## config.mk

```make
export PLATFORM = sky130hd
export DESIGN_NAME = chan_reg_bank
export DESIGN_NICKNAME = d
export VERILOG_FILES = /design/src/rtl/chbank_pkg.sv /design/src/rtl/chbank_decode.sv /design/src/rtl/chbank_slot.sv /design/src/rtl/chan_reg_bank.sv
export SDC_FILE = /design/constraint.sdc
export NUM_CORES = 1
export LEC_CHECK = 0
export CAP_MARGIN = 20
export CORE_MARGIN = 2
export CORE_UTILIZATION = 54
export CTS_CLUSTER_SIZE = 8
export DETAILED_ROUTE_END_ITERATION = 8
export HOLD_SLACK_MARGIN = 0.06
export PLACE_DENSITY = 0.89
export SYNTH_ARGS = -nofsm -noshare
export SYNTH_HDL_FRONTEND = slang
export SYNTH_HIERARCHICAL = 1
export SYNTH_SLANG_ARGS = --single-unit
export TNS_END_PERCENT = 100
```

## constraint.sdc

```tcl
create_clock -name clk -period 14.2 [get_ports clk]
set_input_delay 2.13 -clock clk [delete_from_list [all_inputs] [get_ports clk]]
set_output_delay 2.13 -clock clk [all_outputs]
set_load 0.01 [all_outputs]
```

## src/rtl/chbank_pkg.sv

```systemverilog
package chbank_pkg;
   localparam int unsigned OPC_W = 4;

   typedef enum logic [OPC_W-1:0] {
      OP_STAGE      = 4'h0,
      OP_COMMIT     = 4'h1,
      OP_STAGE_ALL  = 4'h2,
      OP_LOAD_BOTH  = 4'h3,
      OP_SLEEP      = 4'h4,
      OP_IDLE       = 4'hF
   } op_e;
endpackage

```

## src/rtl/chbank_decode.sv

```systemverilog
module chbank_decode
   import chbank_pkg::*;
#(
   parameter int unsigned NUM_CH = 8,
   parameter int unsigned ADDR_W = 4
) (
   input  logic              vld_i,
   input  logic [OPC_W-1:0]  op_i,
   input  logic [ADDR_W-1:0] addr_i,
   output logic [NUM_CH-1:0] st_we_o,
   output logic [NUM_CH-1:0] upd_o,
   output logic [NUM_CH-1:0] pd_o,
   output logic              bad_o
);
   localparam logic [ADDR_W-1:0] ADDR_ALL = '1;

   logic              addr_all;
   logic              addr_ok;
   logic              op_ok;
   logic [NUM_CH-1:0] sel;

   assign addr_all = (addr_i == ADDR_ALL);
   assign addr_ok  = addr_all || (addr_i < ADDR_W'(NUM_CH));

   for (genvar g = 0; g < NUM_CH; g++) begin : g_sel
      assign sel[g] = addr_all || (addr_i == ADDR_W'(g));
   end

   always_comb begin
      st_we_o = '0;
      upd_o   = '0;
      pd_o    = '0;
      op_ok   = 1'b1;
      case (op_i)
         OP_STAGE:     st_we_o = sel;
         OP_COMMIT:    upd_o   = sel;
         OP_STAGE_ALL: begin
            st_we_o = sel;
            upd_o   = '1;
         end
         OP_LOAD_BOTH: begin
            st_we_o = sel;
            upd_o   = sel;
         end
         OP_SLEEP:     pd_o    = sel;
         OP_IDLE:      ;
         default:      op_ok   = 1'b0;
      endcase
      bad_o = vld_i && (!op_ok || (op_i != OP_IDLE && !addr_ok));
      if (!vld_i || bad_o || op_i == OP_IDLE) begin
         st_we_o = '0;
         upd_o   = '0;
         pd_o    = '0;
      end
   end
endmodule

```

## src/rtl/chbank_slot.sv

```systemverilog
module chbank_slot #(
   parameter int unsigned CODE_W = 16
) (
   input  logic              clk,
   input  logic              arst_n,
   input  logic              st_we_i,
   input  logic              upd_i,
   input  logic              pd_i,
   input  logic [CODE_W-1:0] code_i,
   output logic [CODE_W-1:0] act_q,
   output logic              pwr_q
);
   logic [CODE_W-1:0] stage_q;
   logic [CODE_W-1:0] stage_nxt;

   assign stage_nxt = st_we_i ? code_i : stage_q;

   always_ff @(posedge clk or negedge arst_n) begin
      if (!arst_n) begin
         stage_q <= '0;
         act_q   <= '0;
         pwr_q   <= 1'b1;
      end else begin
         stage_q <= stage_nxt;
         if (upd_i) begin
            act_q <= stage_nxt;
            pwr_q <= 1'b1;
         end else if (pd_i) begin
            pwr_q <= 1'b0;
         end
      end
   end

   AST_UPD_POWERS: assert property (@(posedge clk) disable iff (!arst_n)
      upd_i |=> pwr_q) else $error("update left channel asleep");

   AST_PD_SLEEPS: assert property (@(posedge clk) disable iff (!arst_n)
      (pd_i && !upd_i) |=> (!pwr_q && $stable(act_q))) else $error("sleep failed");

   AST_HOLD_ACT: assert property (@(posedge clk) disable iff (!arst_n)
      !upd_i |=> $stable(act_q)) else $error("active code moved without update");

   AST_LOAD_BOTH: assert property (@(posedge clk) disable iff (!arst_n)
      (st_we_i && upd_i) |=> (act_q == $past(code_i))) else $error("new code not active");
endmodule

```

## src/rtl/chan_reg_bank.sv

```systemverilog
module chan_reg_bank
   import chbank_pkg::*;
#(
   parameter int unsigned NUM_CH = 8,
   parameter int unsigned DATA_W = 16,
   parameter int unsigned CODE_W = 16,
   parameter int unsigned ADDR_W = 4
) (
   input  logic                     clk,
   input  logic                     rst_n,
   input  logic                     clr_n,
   input  logic                     cmd_vld_i,
   input  logic [OPC_W-1:0]         cmd_op_i,
   input  logic [ADDR_W-1:0]        cmd_addr_i,
   input  logic [DATA_W-1:0]        cmd_data_i,
   output logic [NUM_CH*CODE_W-1:0] act_codes_o,
   output logic [NUM_CH-1:0]        pwr_up_o,
   output logic                     err_o
);
   localparam int unsigned DROP_W = DATA_W - CODE_W;

   if (CODE_W == 0 || CODE_W > DATA_W) begin : g_bad_code_w
      $error("CODE_W must lie in 1..DATA_W");
   end
   if (NUM_CH < 1 || NUM_CH >= (1 << ADDR_W)) begin : g_bad_num_ch
      $error("NUM_CH must leave the all-ones address free");
   end

   logic              arst_n;
   logic [CODE_W-1:0] code;
   logic [NUM_CH-1:0] st_we;
   logic [NUM_CH-1:0] upd;
   logic [NUM_CH-1:0] pd;
   logic              bad;

   assign arst_n = rst_n & clr_n;

   if (DROP_W == 0) begin : g_code_full
      assign code = cmd_data_i;
   end else begin : g_code_msb
      assign code = cmd_data_i[DATA_W-1 -: CODE_W];
   end

   chbank_decode #(
      .NUM_CH (NUM_CH),
      .ADDR_W (ADDR_W)
   ) i_decode (
      .vld_i   (cmd_vld_i),
      .op_i    (cmd_op_i),
      .addr_i  (cmd_addr_i),
      .st_we_o (st_we),
      .upd_o   (upd),
      .pd_o    (pd),
      .bad_o   (bad)
   );

   for (genvar g = 0; g < NUM_CH; g++) begin : g_slot
      chbank_slot #(
         .CODE_W (CODE_W)
      ) i_slot (
         .clk     (clk),
         .arst_n  (arst_n),
         .st_we_i (st_we[g]),
         .upd_i   (upd[g]),
         .pd_i    (pd[g]),
         .code_i  (code),
         .act_q   (act_codes_o[g*CODE_W +: CODE_W]),
         .pwr_q   (pwr_up_o[g])
      );
   end

   always_ff @(posedge clk or negedge arst_n) begin
      if (!arst_n) err_o <= 1'b0;
      else         err_o <= bad;
   end

   AST_IDLE_STABLE: assert property (@(posedge clk) disable iff (!arst_n)
      !cmd_vld_i |=> ($stable(act_codes_o) && $stable(pwr_up_o))) else $error("change without strobe");

   AST_ERR_CAUSE: assert property (@(posedge clk) disable iff (!arst_n)
      err_o |-> $past(cmd_vld_i)) else $error("error pulse without command");

   AST_ERR_NO_EFFECT: assert property (@(posedge clk) disable iff (!arst_n)
      err_o |-> ($stable(act_codes_o) && $stable(pwr_up_o))) else $error("undefined command changed state");

   AST_CLEAR_ZERO: assert property (@(posedge clk)
      !clr_n |-> (act_codes_o == '0 && pwr_up_o == '1 && !err_o)) else $error("clear incomplete");
endmodule

```

==> flow_summary.json <==
{
  "area_growth_pct": 26.7,
  "initialDrtViolationCount": 326,
  "clock_sinks": 265,
  "ctsHoldBuffers": 0,
  "drtPass1Iterations": 4,
  "grt_util_met2_pct": 35.2,
  "worst-setup-path-type": "input pin to flip-flop",
  "ir_worst_vdd_mv": 0.0826,
  "synth_area_sq_um": 11000,
  "portBuffers": 164,
  "grt.overflow.total": 0,
  "grt_use_met3_pct": 4.59,
  "min-delay-path-class": "flip-flop to flip-flop",
  "layout_commonest_cell": "dfrtp_1",
  "skew_ns": 0.0116,
  "wire_per_inst_um": 21.0,
  "synth-xor-area-share_pct": 0.239,
  "synthAdderAreaFrac_pct": 0,
  "min_path_cells": 1,
  "insertion_delay_ns": 0.51,
  "final_max_slew_viol_count": 0,
  "fp.coreArea_sq_um": 20100,
  "r2r_start": "g_slot[0].i_slot/stage_q[12]",
  "met1_usage_pct": 32.0,
  "arrival_ns": 5.27,
  "final_cell_count_no_fill": 1112,
  "setup_viol": 0,
  "worstPathRequired_ns": 14.58,
  "min_period_ns": 4.88,
  "period_share_pct": 34.4,
  "ys_seq_area_share_pct": 60.4,
  "path_max_fanout": 16,
  "clk_pin_slew_worst_paths_ns": 0.05,
  "slew_headroom_pct": 25.1,
  "ys_warn_count": 6,
  "cts_buffers": 39,
  "p_per_area_nw_per_um2": 138,
  "place_inst": 1053,
  "critPathLaunch": "cmd_addr_i[2]",
  "drc": 0,
  "vias": 5942,
  "tritoncts": "yes",
  "ant_nets": 0,
  "synth_top_family_by_area": "multiplexers",
  "place_congestion": 0.867,
  "fill_cells": 1299,
  "antenna_found_initial": 0,
  "max_freq_ghz": 0.205,
  "synthSimpleGateAreaFrac_pct": 2.24,
  "cts_root_buf": "clkbuf_16",
  "postCtsSetupBuffers": 0,
  "cts_buffer_depth": 3,
  "ys_types": 33,
  "busiest_layer": "met2",
  "cap_violations": 0,
  "syn_avg_cell_area_sq_um": 17.0,
  "hold_viol": 0,
  "r2r.worst_path.cells": 2,
  "grt_max_degree": 86,
  "wirelength_um": 23400,
  "synth-seq-cells": 265,
  "die_h_um": 147,
  "worst_pin_slew_ns": 1.12,
  "crit_path_end": "g_slot[5].i_slot/act_q[0]",
  "tns_ns": 0,
  "fin_nets": 858,
  "fin_util_pct": 69.3,
  "drive_above_1_share_pct": 40.6,
  "die_area_sq_um": 21500,
  "viasPerCell": 5.34,
  "status": "finished clean",
  "reg2reg_slack_ns": 13.14,
  "cts_resized": 0,
  "n_antenna_cell": 0,
  "leakage_nw": 6.46,
  "start_kind": "input pin",
  "rows": 52,
  "worstReg2RegEnd": "g_slot[0].i_slot/act_q[12]",
  "grt_pass1_vias": 6279,
  "start_util_pct": 54.7,
  "rsz0062_at_grt": "no",
  "end_kind": "flip-flop",
  "syn_inst": 646,
  "synth_mux_area_share_pct": 31.7,
  "synth_compound_area_share_pct": 1.58,
  "dp_hpwl_um": 15300,
  "grt_pass1_wl_um": 37100,
  "final_cell_mix": "257 x dfrtp_1, 164 x clkdlybuf4s50_1, 160 x mux2_4, 96 x mux2_2, 40 x clkbuf_16",
  "synth_nets": 674,
  "boundaryPins": 165,
  "htreeDepth": 2,
  "grt_use_total_pct": 22.2,
  "power_mw": 1.92,
  "die_w_um": 147
}
-- layer usage --
layer	part of all wire (%)	wire length, um
met1	45	10400
met2	48	11300
met5	0	0
met3	5.7	1330
met4	1.3	298
-- report_power, final --
group          switching, mW  total (mW)  leakage [nW]  internal [mW]
Sequential            0.0337       0.874          3.57          0.841
Clock                  0.305       0.810         0.520          0.505
Combinational         0.0946       0.235          2.37          0.140
Total                  0.433        1.92          6.46           1.49
-- registers in the layout, summed over array words and instances, names as in the netlist --
name and count:
err_o 1, g_slot.i_slot/act_q 128, g_slot.i_slot/pwr_q 8, g_slot.i_slot/stage_q 128
-- critical path, cell delays in order --
cell and delay [ns]:
clkdlybuf4s50_1 0.71, and3_1 0.32, o2111ai_1 0.38, nor2_2 1.01, mux2_2 0.44, mux2_2 0.27
-- worst min path at each step --
stage / start / end / slack (ns)
final: g_slot[3].i_slot/stage_q[0] / g_slot[3].i_slot/stage_q[0] / 0.49
after global placement: g_slot[2].i_slot/stage_q[12] / g_slot[2].i_slot/stage_q[12] / 0.48
after detailed placement: g_slot[2].i_slot/stage_q[6] / g_slot[2].i_slot/stage_q[6] / 0.48
after CTS: g_slot[0].i_slot/stage_q[3] / g_slot[0].i_slot/stage_q[3] / 0.49
after floorplan: g_slot[0].i_slot/stage_q[10] / g_slot[0].i_slot/stage_q[10] / 0.47
after global routing: g_slot[7].i_slot/stage_q[4] / g_slot[7].i_slot/stage_q[4] / 0.50
-- Yosys cell counts (all sizes together) --
cell type	count	share of area, %
a21o	8	0.55
a21oi	8	0.40
a31oi	1	0.057
and2	1	0.057
and3	1	0.057
and3b	1	0.080
and4	1	0.080
buf	34	3.3
clkbuf	4	0.14
dfrtp	257	59
dfstp	8	1.9
inv	11	0.38
mux2	256	32
nand2	3	0.10
nand2b	1	0.13
nand3	6	0.27
nand4	3	0.17
nor2	21	0.72
nor2b	1	0.057
nor3b	1	0.068
nor4	1	0.057
nor4b	3	0.24
o2111ai	3	0.24
o211ai	1	0.068
o21ai	6	0.27
or2b	1	0.068
or4b	1	0.091
xnor2	3	0.24
-- kinds of logic (layout without fill, tap and decap cells) --
logic type,count (synthesis),in the layout
xor gates and xnor gates,3,3
DFF,265,265
and+or+nand+nor,46,46
buffers and inverters,49,245
muxes,256,256
AOI/OAI and AO/OA,27,27
-- area by class of cell --
type	count	area, sq um	area share, %
sequential	265	6640	47.7
clock inverter	3	33.8	0.243
tap	270	338	2.43
clock buffer	50	1040	7.46
timing repair buffer	181	1850	13.3
multi-input combinational	332	3980	28.6
inverter	11	41.3	0.296
-- per-stage QoR --
stage          hold slack [ns]  setup WS, ns  cell area [sq um]
2_1_floorplan            0.468          3.50              11000
3_3_place_gp             0.476          8.94              12700
3_5_place_dp             0.478          8.84              12700
4_1_cts                  0.491          9.36              13800
5_1_grt                  0.498          9.13              13900
6_report                 0.486          9.32              13900
No activity file was read; power rests on OpenSTA's default activity.
